<file path="src/rtl/loader_pkg.sv">
package loader_pkg;
  typedef struct packed {
    logic       parWrite;
    logic       serShift;
    logic       serBit;
    logic       xferEn;
    logic [3:0] xferCode;
  } loadStrobe_t;

  localparam logic [3:0] CODE_CMD = 4'b1000;
  localparam logic [1:0] SRC_PAR  = 2'b00;
  localparam logic [1:0] SRC_SER  = 2'b11;
endpackage

</file>
<file path="src/rtl/edge_sync.sv">
module edge_sync #(
  parameter int STAGES = 2
) (
  input  logic clk,
  input  logic rst,
  input  logic din,
  output logic rise
);
  logic [STAGES-1:0] pipe;
  logic              last;

  always_ff @(posedge clk) begin
    if (rst) begin
      pipe <= '0;
      last <= 1'b0;
    end else begin
      pipe <= {pipe[STAGES-2:0], din};
      last <= pipe[STAGES-1];
    end
  end

  assign rise = pipe[STAGES-1] & ~last;
endmodule

</file>
<file path="src/rtl/load_ctrl.sv">
module load_ctrl
  import loader_pkg::*;
#(
  parameter int STAGES = 2
) (
  input  logic        clk,
  input  logic        rst,
  input  logic        wrN,
  input  logic        csN,
  input  logic        sclk,
  input  logic        sdata,
  input  logic        load,
  input  logic [3:0]  tcode,
  output loadStrobe_t strb
);
  logic              wrActive;
  logic              wrRise;
  logic              sclkRise;
  logic              loadRise;
  logic [STAGES-1:0] sdPipe;

  assign wrActive = ~wrN & ~csN;

  edge_sync #(.STAGES(STAGES)) u_wrSync   (.clk(clk), .rst(rst), .din(wrActive), .rise(wrRise));
  edge_sync #(.STAGES(STAGES)) u_sclkSync (.clk(clk), .rst(rst), .din(sclk),     .rise(sclkRise));
  edge_sync #(.STAGES(STAGES)) u_loadSync (.clk(clk), .rst(rst), .din(load),     .rise(loadRise));

  // serial data delayed by the same depth as the serial clock
  always_ff @(posedge clk) begin
    if (rst) sdPipe <= '0;
    else     sdPipe <= {sdPipe[STAGES-2:0], sdata};
  end

  always_comb begin
    strb.parWrite = wrRise;
    strb.serShift = sclkRise;
    strb.serBit   = sdPipe[STAGES-1];
    strb.xferEn   = loadRise;
    strb.xferCode = tcode;
  end
endmodule

</file>
<file path="src/rtl/load_datapath.sv">
module load_datapath
  import loader_pkg::*;
#(
  parameter int ASM_W = 32,
  parameter int BUS_W = 16,
  parameter int CMD_W = 8
) (
  input  logic             clk,
  input  logic             rst,
  input  loadStrobe_t      strb,
  input  logic [BUS_W-1:0] busData,
  output logic [ASM_W-1:0] parAsm,
  output logic [ASM_W-1:0] serAsm,
  output logic [ASM_W-1:0] freq0,
  output logic [ASM_W-1:0] freq1,
  output logic [ASM_W-1:0] phase,
  output logic [ASM_W-1:0] iqMod,
  output logic [CMD_W-1:0] cmdReg
);
  localparam int NARROW = BUS_W / 2;
  localparam int NDEST  = 4;

  logic             wideMode;
  logic [ASM_W-1:0] dest [NDEST];

  assign wideMode = cmdReg[0];

  always_ff @(posedge clk) begin
    if (rst) begin
      parAsm <= '0;
      serAsm <= '0;
    end else begin
      if (strb.parWrite) begin
        if (wideMode) parAsm <= {parAsm[ASM_W-BUS_W-1:0], busData};
        else          parAsm <= {parAsm[ASM_W-NARROW-1:0], busData[NARROW-1:0]};
      end
      if (strb.serShift) serAsm <= {serAsm[ASM_W-2:0], strb.serBit};
    end
  end

  genvar g;
  generate
    for (g = 0; g < NDEST; g++) begin : g_dest
      always_ff @(posedge clk) begin
        if (rst) dest[g] <= '0;
        else if (strb.xferEn && strb.xferCode[1:0] == 2'(g)) begin
          if (strb.xferCode[3:2] == SRC_PAR)      dest[g] <= parAsm;
          else if (strb.xferCode[3:2] == SRC_SER) dest[g] <= serAsm;
        end
      end
    end
  endgenerate

  always_ff @(posedge clk) begin
    if (rst) cmdReg <= '0;
    else if (strb.xferEn && strb.xferCode == CODE_CMD) cmdReg <= parAsm[CMD_W-1:0];
  end

  assign freq0 = dest[0];
  assign freq1 = dest[1];
  assign phase = dest[2];
  assign iqMod = dest[3];
endmodule

</file>
<file path="src/rtl/dual_path_loader.sv">
module dual_path_loader
  import loader_pkg::*;
#(
  parameter int ASM_W  = 32,
  parameter int BUS_W  = 16,
  parameter int CMD_W  = 8,
  parameter int STAGES = 2
) (
  input  logic             clk,
  input  logic             rst,
  input  logic [BUS_W-1:0] busData,
  input  logic             wrN,
  input  logic             csN,
  input  logic             sclk,
  input  logic             sdata,
  input  logic             load,
  input  logic [3:0]       tcode,
  output logic [ASM_W-1:0] freq0,
  output logic [ASM_W-1:0] freq1,
  output logic [ASM_W-1:0] phase,
  output logic [ASM_W-1:0] iqMod,
  output logic [CMD_W-1:0] cmdReg,
  output logic             iqBypass
);
  loadStrobe_t      strb;
  logic [ASM_W-1:0] parAsm;
  logic [ASM_W-1:0] serAsm;

  load_ctrl #(.STAGES(STAGES)) u_ctrl (
    .clk(clk), .rst(rst), .wrN(wrN), .csN(csN), .sclk(sclk),
    .sdata(sdata), .load(load), .tcode(tcode), .strb(strb)
  );

  load_datapath #(.ASM_W(ASM_W), .BUS_W(BUS_W), .CMD_W(CMD_W)) u_dp (
    .clk(clk), .rst(rst), .strb(strb), .busData(busData),
    .parAsm(parAsm), .serAsm(serAsm), .freq0(freq0), .freq1(freq1),
    .phase(phase), .iqMod(iqMod), .cmdReg(cmdReg)
  );

  assign iqBypass = cmdReg[1];
endmodule

</file>
<file path="config.mk">
export PLATFORM = sky130hd
export DESIGN_NAME = dual_path_loader
export DESIGN_NICKNAME = d
export VERILOG_FILES = /design/src/rtl/loader_pkg.sv /design/src/rtl/edge_sync.sv /design/src/rtl/load_ctrl.sv /design/src/rtl/load_datapath.sv /design/src/rtl/dual_path_loader.sv
export SDC_FILE = /design/constraint.sdc
export NUM_CORES = 1
export LEC_CHECK = 0
export ABC_CLOCK_PERIOD_IN_PS = 6400
export BUFFER_PORTS_ARGS = -buffer_cell sky130_fd_sc_hd__buf_2
export CAP_MARGIN = 30
export CORE_MARGIN = 2
export CORE_UTILIZATION = 30
export CTS_BUF_LIST = sky130_fd_sc_hd__clkbuf_2
export CTS_CLUSTER_SIZE = 14
export DETAILED_ROUTE_END_ITERATION = 10
export PLACE_DENSITY = 0.49
export SETUP_SLACK_MARGIN = 0.4
export SYNTH_ARGS = -nofsm -noshare
export SYNTH_HDL_FRONTEND = slang
export SYNTH_SLANG_ARGS = --single-unit
export TNS_END_PERCENT = 50
</file>
<file path="constraint.sdc">
create_clock -name clk -period 6.4 [get_ports clk]
set_clock_uncertainty 0.1 [all_clocks]
set_input_delay 1.28 -clock clk [delete_from_list [all_inputs] [get_ports clk]]
set_output_delay 1.28 -clock clk [all_outputs]
set_load 0.02 [all_outputs]
</file>
==> results by stage <==
Finish:
- The top cell types in the final layout, fill and taps aside, are sky130_fd_sc_hd__buf_2 (162), sky130_fd_sc_hd__nor2_1 (152), sky130_fd_sc_hd__edfxtp_1 (128).
- Excluding fillers, the count of instances in the completed layout stands at 1302.
- Fill cells in the final layout number 2798.
- Across the whole layout, storage elements account for 0.00551 sq mm.
- The area used by multi-input combinational logic is 0.00259 sq mm.
- The number of nets at the end of the flow is 939.
- Of the cells placed in the final design, the portion with a size suffix greater than 1 is 0.322.
- The most common cell after layout, fill and taps aside is sky130_fd_sc_hd__buf_2.
- The area growth from synthesis to layout is 22.0%.

Routing:
- The via count is 5893.
- Wires add up to 20700 microns.
- After detailed routing, the number of remaining DRC violations is 0.
- Dividing the detail-routed via count by the number of cells gives 4.53.
- The post-detailed-route wirelength per cell is 15.9 microns.
- The post-detailed-route count of antenna-violating nets is 0.
- The total iterations of the first detailed-routing run is 4.
- The number of DRC violations after detailed-routing iteration 0 is 376.

STA:
- Static timing analysis puts the maximum clock frequency at 316 MHz.
- The relative max-transition margin is 0.405.
- For the finished layout, the period the worst path requires is 3160 ps.
- Dividing the final minimum period by the clock period gives 0.494.
- The hold violation total from the final report came to 0.
- Adding up every negative setup slack in the final design gives 0 ps.
- The setup-violating endpoint count in the final report is 0.
- The number of max-slew violations in the final report is 0.
- Setup repair after global routing left no endpoint under its margin.
- The pin slew with the least headroom to its limit is 888 ps.

Floorplanning:
- The core area is 0.0270 sq mm.
- The initial utilization of the core area, before any placement, comes to 0.307.
- The floorplan has 60 rows.
- The full die area is 0.0290 sq mm.
- The height of the die is 170 microns.
- The count of boundary I/O pins is 164.
- The die is 170 microns wide.

Worst setup path:
- The endpoint required time on the critical path is 5020 ps.
- At the worst endpoint, the arrival time is 1780 ps.
- The startpoint type of the worst setup path is a register.
- In this run the worst path has a maximum fanout of 26.
- STA classifies the critical path endpoint as an output port.
- The worst-case reg-to-reg path depth is 4.
- The start-to-end type of the worst setup path is reg -> out.

CTS:
- Post-CTS repair changed the size of 0 cells.
- The latest clock arrival within the worst-skew pair is 820 ps.
- The number of levels the H-tree was split into is 2.
- Clock tree synthesis selected as its root buffer the cell sky130_fd_sc_hd__clkbuf_2.
- The hold buffer count at CTS is 0.
- After clock tree synthesis, the clock-pin slew on the worst setup and hold paths is 110 ps.
- Once the clock tree was built, the setup fixing pass inserted 0 buffers.
- The worst-case clock buffer depth is 3.
- In this run, CTS created clock tree buffers numbering 56.
- The clock tree from TritonCTS is yes.
- The CTS sink count is 211.

Logic synthesis:
- The sequential area share after synthesis is 0.664.
- Dividing the synthesized area by the synthesized cell count gives 11.2 sq um.
- The net count after synthesis is 764.
- The post-synthesis register bit count is 211.
- The count of distinct cell types in the synthesized netlist is 23.
- Synthesis produced a netlist whose cell count is 737.
- The total standard cell area after synthesis is 0.00829 sq mm.
- During synthesis, Yosys emitted a total of 0 warnings.

Power and ir drop:
- The total power divided by cell area is 264 mW/mm^2.
- The leakage power total is 3.64 nW.
- IR analysis of the VDD net gives a maximum drop of 0.117 mV.

Flow run:
- The reported max-cap violation count is 0.

GRT:
- The overall fraction of global-route tracks in use is 0.143.
- The maximum number of pins on one net before global-route repair is 128.
- The number of antenna violations at the first check in global routing is 1.
- The first global-routing pass estimated 32300 microns of wire.
- The via count of the first global-routing pass is 5761.
- Global routing finished with a remaining overflow of 0.

Place:
- The count of placed standard cells including taps is 1193.
- Routability-driven placement finished with a final weighted congestion of 0.709.
- The detailed-placement wirelength estimate is 13500 microns.
- The number of buffers added on ports is 163.

Hold path:
- The min-delay analysis places its worst path in the category reg -> reg.
- Counting instances, the worst hold path has a depth of 1.

Run status:
- The run finished with clean final reports.
-- worst max-delay path, stage by stage (launching register included) --
cell	delay, ps
sky130_fd_sc_hd__dfxtp_1	330
sky130_fd_sc_hd__buf_4	380
sky130_fd_sc_hd__buf_2	260
-- state kept, by name, indices dropped and copies added (netlist names), 2 cells and up --
register and cells:
u_ctrl.sdPipe 2, u_ctrl.u_loadSync.pipe 2, u_dp.serAsm 32, u_ctrl.u_sclkSync.pipe 2, u_dp.cmdReg 8, u_ctrl.u_wrSync.pipe 2
u_dp.parAsm 32, u_dp.dest 128
-- worst paths after layout --
kind / startpoint / endpoint / slack, ps
max: u_dp.cmdReg[0] / cmdReg[0] / 3240
min: u_ctrl.sdPipe[0] / u_ctrl.sdPipe[1] / 300
max reg2reg: u_ctrl.u_loadSync.pipe[1] / u_dp.dest[3][19] / 3920
min reg2reg: u_ctrl.sdPipe[0] / u_ctrl.sdPipe[1] / 300
-- area by class of cell --
type                            count  area share
Sequential cell                   211       0.544
Multi-Input combinational cell    466       0.256
Timing Repair Buffer              177       0.101
Tap cell                          341      0.0422
Clock buffer                       82      0.0406
Clock inverter                     24      0.0152
Antenna cell                        1    0.000247
-- cell families after synthesis --
| family | count (synthesis) | share of synthesized area |
|---|---|---|
| simple gates | 333 | 0.187 |
| flops | 211 | 0.664 |
| mux | 32 | 0.0386 |
| buf+inv | 60 | 0.0305 |
| compound gates | 100 | 0.0785 |
| xor+xnor | 1 | 0.00106 |
-- Yosys cell counts --
library cell	count	area share
sky130_fd_sc_hd__a211oi_1	24	0.022
sky130_fd_sc_hd__a21o_1	32	0.029
sky130_fd_sc_hd__a21oi_1	40	0.024
sky130_fd_sc_hd__buf_1	3	0.0014
sky130_fd_sc_hd__buf_2	13	0.0078
sky130_fd_sc_hd__buf_4	1	0.00091
sky130_fd_sc_hd__buf_6	1	0.0014
sky130_fd_sc_hd__clkbuf_1	42	0.019
sky130_fd_sc_hd__dfxtp_1	83	0.20
sky130_fd_sc_hd__edfxtp_1	128	0.46
sky130_fd_sc_hd__mux2i_1	32	0.039
sky130_fd_sc_hd__nand2_1	80	0.036
sky130_fd_sc_hd__nand2b_1	18	0.014
sky130_fd_sc_hd__nand3_1	33	0.020
sky130_fd_sc_hd__nand3b_1	2	0.0018
sky130_fd_sc_hd__nor2_1	152	0.069
sky130_fd_sc_hd__nor2b_1	13	0.0098
sky130_fd_sc_hd__nor3_1	1	0.00060
sky130_fd_sc_hd__nor3b_2	1	0.0015
sky130_fd_sc_hd__o21bai_1	4	0.0036
sky130_fd_sc_hd__or3b_2	32	0.034
sky130_fd_sc_hd__or4b_1	1	0.0012
sky130_fd_sc_hd__xor2_1	1	0.0011
-- metrics by stage --
step	setup WS (ps)	total power, mW	util	hold slack [ps]	area, sq um
5_1_grt	3090	2.81	0.374	338	10100
4_1_cts	3130	2.72	0.372	308	10100
3_5_place_dp	2700	1.70	0.351	331	9500
6_report	3240	2.67	0.374	304	10100
3_3_place_gp	2730	1.69	0.349	324	9420
2_1_floorplan	2330	1.63	-	314	8290
-- routing by layer --
metal,vias up,GRT usage,share of wire
met4,0,0.0483,0.018
li1,2940,-,-
met3,32,0.0342,0.053
met1,2759,0.194,0.46
met5,-,0,0
met2,162,0.224,0.46
-- where the power goes --
part | internal [mW] | switching (mW) | leakage, nW | total, mW
Sequential | 1.47 | 0.0189 | 2.00 | 1.49
Combinational | 0.0541 | 0.120 | 1.23 | 0.174
Clock | 0.431 | 0.569 | 0.419 | 1.00
No activity file was read; power rests on OpenSTA's default activity.
